**config.mk**
```make
export PLATFORM = sky130hd
export DESIGN_NAME = boot_overlay_seq
export DESIGN_NICKNAME = d
export VERILOG_FILES = /design/src/rtl/boot_ovl_pkg.sv /design/src/rtl/ovl_strobe_sync.sv /design/src/rtl/ovl_access_counter.sv /design/src/rtl/ovl_addr_decode.sv /design/src/rtl/boot_overlay_seq.sv
export SDC_FILE = /design/constraint.sdc
export NUM_CORES = 1
export LEC_CHECK = 0
export BUFFER_PORTS_ARGS = -buffer_cell sky130_fd_sc_hd__buf_2
export CAP_MARGIN = 25
export CORE_MARGIN = 2
export CORE_UTILIZATION = 37
export CTS_CLUSTER_DIAMETER = 30
export DETAILED_ROUTE_END_ITERATION = 10
export GPL_TIMING_DRIVEN = 0
export HOLD_SLACK_MARGIN = 0.03
export PLACE_DENSITY = 0.77
export SLEW_MARGIN = 20
export SYNTH_ARGS = -nofsm -noshare
export SYNTH_HDL_FRONTEND = slang
export SYNTH_SLANG_ARGS = --single-unit
```
**constraint.sdc**
```tcl
create_clock -name clk -period 1.75 [get_ports clk]
set_input_delay 0.175 -clock clk [delete_from_list [all_inputs] [get_ports clk]]
set_output_delay 0.175 -clock clk [all_outputs]
set_load 0.02 [all_outputs]
```
**src/rtl/boot_ovl_pkg.sv**
```systemverilog
package boot_ovl_pkg;

    typedef enum logic [1:0] {
        REGION_RAM = 2'd0,
        REGION_IO  = 2'd1,
        REGION_ROM = 2'd2
    } region_e;

    typedef struct packed {
        logic rom;
        logic ram;
    } chip_sel_t;

    function automatic logic in_window(input logic [31:0] a,
                                       input logic [31:0] lo,
                                       input logic [31:0] hi_excl);
        return (a >= lo) && (a < hi_excl);
    endfunction

endpackage

```
**src/rtl/ovl_strobe_sync.sv**
```systemverilog
module ovl_strobe_sync #(
    parameter int STAGES = 2
) (
    input  logic clk,
    input  logic rst,
    input  logic strobe_n,
    output logic fall_pulse,
    output logic rise_pulse
);
    logic [STAGES-1:0] chain;
    logic              last_q;

    generate
        for (genvar s = 0; s < STAGES; s++) begin : g_stage
            if (s == 0) begin : g_first
                always_ff @(posedge clk) begin
                    if (rst) chain[0] <= 1'b1;
                    else     chain[0] <= strobe_n;
                end
            end else begin : g_next
                always_ff @(posedge clk) begin
                    if (rst) chain[s] <= 1'b1;
                    else     chain[s] <= chain[s-1];
                end
            end
        end
    endgenerate

    always_ff @(posedge clk) begin
        if (rst) last_q <= 1'b1;
        else     last_q <= chain[STAGES-1];
    end

    assign fall_pulse = last_q & ~chain[STAGES-1];
    assign rise_pulse = ~last_q & chain[STAGES-1];
endmodule

```
**src/rtl/ovl_access_counter.sv**
```systemverilog
module ovl_access_counter #(
    parameter int LIMIT = 8
) (
    input  logic clk,
    input  logic rst,
    input  logic fall_pulse,
    input  logic rise_pulse,
    output logic overlay
);
    localparam int CW = $clog2(LIMIT + 1);
    localparam logic [CW-1:0] LIMIT_C = CW'(LIMIT);

    logic [CW-1:0] count_q;
    logic          done_q;

    // Saturating count of strobe falls since reset
    always_ff @(posedge clk) begin
        if (rst)
            count_q <= '0;
        else if (fall_pulse && count_q != LIMIT_C)
            count_q <= count_q + 1'b1;
    end

    // Release only once the last counted access has ended
    always_ff @(posedge clk) begin
        if (rst)
            done_q <= 1'b0;
        else if (rise_pulse && count_q == LIMIT_C)
            done_q <= 1'b1;
    end

    assign overlay = ~done_q;
endmodule

```
**src/rtl/ovl_addr_decode.sv**
```systemverilog
module ovl_addr_decode
    import boot_ovl_pkg::*;
#(
    parameter int          ADDR_W    = 22,
    parameter int          ROM_AW    = 15,
    parameter logic [31:0] ROM_BASE  = 32'h003E_0000,
    parameter logic [31:0] IO_BASE   = 32'h003D_D000
) (
    input  logic              strobe_n,
    input  logic              overlay,
    input  logic [ADDR_W-1:0] addr,
    output chip_sel_t         sel,
    output logic [ROM_AW-1:0] rom_offset
);
    localparam logic [31:0] ROM_BYTES = 32'(1) << ROM_AW;
    localparam logic [31:0] ROM_END   = ROM_BASE + ROM_BYTES;

    logic [31:0] a32;
    region_e     region;
    logic        low_shadow;

    assign a32 = 32'(addr);

    always_comb begin
        if (in_window(a32, ROM_BASE, ROM_END))
            region = REGION_ROM;
        else if (in_window(a32, IO_BASE, ROM_BASE))
            region = REGION_IO;
        else
            region = REGION_RAM;
    end

    assign low_shadow = overlay && (a32 < ROM_BYTES);

    always_comb begin
        sel = '0;
        if (!strobe_n) begin
            if (region == REGION_ROM || low_shadow)
                sel.rom = 1'b1;
            else if (region == REGION_RAM)
                sel.ram = 1'b1;
        end
    end

    assign rom_offset = addr[ROM_AW-1:0];
endmodule

```
**src/rtl/boot_overlay_seq.sv**
```systemverilog
module boot_overlay_seq
    import boot_ovl_pkg::*;
#(
    parameter int          ADDR_W       = 22,
    parameter int          SYNC_STAGES  = 2,
    parameter int          VECTOR_BYTES = 8,
    parameter int          ROM_AW       = 15,
    parameter logic [31:0] ROM_BASE     = 32'h003E_0000,
    parameter logic [31:0] IO_BASE      = 32'h003D_D000
) (
    input  logic              clk,
    input  logic              rst,
    input  logic              as_n,
    input  logic [ADDR_W-1:0] addr,
    output logic              overlay,
    output logic              rom_sel,
    output logic              ram_sel,
    output logic [ROM_AW-1:0] rom_offset
);
    logic      fall_p;
    logic      rise_p;
    chip_sel_t sel;

    ovl_strobe_sync #(.STAGES(SYNC_STAGES)) u_sync (
        .clk        (clk),
        .rst        (rst),
        .strobe_n   (as_n),
        .fall_pulse (fall_p),
        .rise_pulse (rise_p)
    );

    ovl_access_counter #(.LIMIT(VECTOR_BYTES)) u_count (
        .clk        (clk),
        .rst        (rst),
        .fall_pulse (fall_p),
        .rise_pulse (rise_p),
        .overlay    (overlay)
    );

    ovl_addr_decode #(
        .ADDR_W   (ADDR_W),
        .ROM_AW   (ROM_AW),
        .ROM_BASE (ROM_BASE),
        .IO_BASE  (IO_BASE)
    ) u_dec (
        .strobe_n   (as_n),
        .overlay    (overlay),
        .addr       (addr),
        .sel        (sel),
        .rom_offset (rom_offset)
    );

    assign rom_sel = sel.rom;
    assign ram_sel = sel.ram;
endmodule

```
==> results.cfg <==
[critical_path]
cp-end-kind = output port
path_cells = buf_6, or4_4, or3_4, a2111oi_4, buf_4
arrival_ns = 1.64
cp_slowest_stage_delay_ns = 0.52
critical_path.slowest_cell = or4_4
critPathMaxFanout = 2
critPathLaunchType = input pin
path_class = input pin to output port
required_ns = 1.57

[synth]
syn_nets = 88
synth_area_leader_cell = dfxtp_1
synthDistinctLibCells = 23
synth_top_area_share_pct = 30.7
syn_avg_cell_area_um2 = 8.55
synthCells = 61
syn_area_um2 = 522
synthTopCellsByCount = 15 x buf_4, 8 x dfxtp_1, 5 x a21oi_1
synth.area.top_cells = dfxtp_1 31%, buf_4 22%, a21oi_1 4.8%
ys_seq_area_share_pct = 30.7
synth.most_common_cell = buf_4
synth_edf_count = 0
synthFlopType = dfxtp_1
ys.warnings.count = 0
async_reset_ff_share_pct = 0
ys_seq_elements = 8

[sta]
drv_slew = 0
timing.fmax_ghz = 0.551
finalCriticalPeriod_ns = 1.82
rsz0062_at_grt = yes
relSlewSlack_pct = 82.8
fin_crit_sh_pct = 104
finalHoldViolCount = 0
clock_skew_ns = 0.00225
hold_slack_ns = 0.175
tns_ns = -0.0655
setup_viol = 1
tightest_slew_ns = 0.258
final.setup.worst_slack_ns = -0.0655

[layout]
regArea_um2 = 160
fillCellCount = 116
multi_input_area_um2 = 251
syn_to_final_growth_pct = 41.7
insertedDiodeCount = 0
fin_cells = 109
layout-drive-gt1-share_pct = 59.6
fin_nets = 123

[route]
routedWlPerCell_um = 9.21
drc_errors = 0
wl_um = 1000
vias_per_cell = 4.77
vias = 520
detail-route-antenna-nets = 0
drt_iter0_drc = 3
firstDrtPassIters = 2

[outcome]
violations = negative setup slack
status = finished with violations

[global_route]
grt_usage_pct = 12.6
antenna_found_initial = 0
grt_max_degree = 9
grt_pass1_wl_um = 1650
grt_pass1_vias = 421
gr-total-overflow = 0

[clock_tree]
clk-insertion-delay-late_ns = 0.25
tritoncts = yes
post_cts_buffers = 0
cts_made_buffers = 3
path_clk_slew_ns = 0.05
root_buffer = clkbuf_4
htree_levels = 1
clock_path_buffers = 2
clkSinkCount = 8

[die]
io_pins = 43
start_util_pct = 40.1
die_x_um = 41.6
die_h_um = 41.6
fp.dieArea_mm2 = 0.00173
rows = 13
core-area_mm2 = 0.00130

[power_and_ir_drop]
p_per_area_mw_per_mm2 = 586
ir_drop_uv = 359
p_leak_nw = 0.342
p_total_uw = 433

[place]
dp_cells = 106
portBuffers = 30
dp_worst_setup_slack_ns = -0.181
gp_congestion = 0.733
dp_hpwl_um = 859

[hold_path]
hold_class = input pin to register

[run]
cap_violations = 0
[worst max-delay path, delay by kind of cell]
kind	cells	cell delay [ns]
compound gates	1	0.30
simple gates	2	0.87
buf+inv	2	0.29
[per-layer routing]
layer  vias up  global-route usage, %  wire [um]
met3         2                   4.78        109
met5         -                      0          0
met1       224                   12.8        378
met4         0                   7.74          7
li1        266                      -          -
met2        28                   21.6        509
[cells by family (layout without fill, tap and decap cells)]
kind of cell	Yosys count	in the layout	share of synthesized area, %
simple gates	20	20	25.2
buf+inv	19	52	24.5
compound gates	12	12	14.9
flops	8	8	30.7
fa+ha+maj	2	2	4.80
[cell type report]
cell class,instances,share of cell area (%)
multi-input combinational,34,34.0
sequential,8,21.7
timing repair buffer,30,21.5
buffer,15,15.2
clock buffer,3,3.05
tap,15,2.54
inverter,4,2.03
[placed cells by master, fill, tap and decap left out, drive strengths merged, types with 2 or more instances in the layout]
cell,instances
a21oi,5
buf,45
clkbuf,3
dfxtp,8
ha,2
inv,4
nor2,3
o21ai,4
or2,3
or3,3
or4,2
[registers in the layout (all words and copies together), names as in the netlist]
name             flops
u_count.done_q       1
u_sync.last_q        1
u_count.count_q      4
u_sync.chain         2
[per-stage QoR]
step | area [um^2] | util (%)
finish | 739 | 56.8
global placement | 703 | 54.0
detailed placement | 703 | 54.0
CTS | 739 | 56.8
global route | 739 | 56.8
floorplan | 534 | -
[path summary, 6_finish.rpt]
check,startpoint,endpoint,slack [ns],cells past startpoint
worst max-delay path,addr[20],rom_sel,-0.07,5
worst min register to register,u_sync.chain[0],u_sync.chain[1],0.41,1
worst max register to register,u_count.count_q[0],u_count.count_q[2],0.21,5
worst min-delay path,rst,u_count.done_q,0.18,2
[repair_timing]
action | CTS | global route
pin swaps | 1 | 0
hold endpoints to repair | 0 | 0
gates cloned | 0 | 0
gates resized for setup | 3 | 0
setup endpoints to repair | 1 | 1
hold buffers | 0 | 0
[power by group]
group          leakage [nW]  internal (mW)  switching, mW
clock                0.0138         0.0781         0.0574
combinational         0.263         0.0546         0.0537
sequential           0.0652          0.187        0.00267
total                 0.342          0.319          0.114
Power figures use the tool's default switching activity.
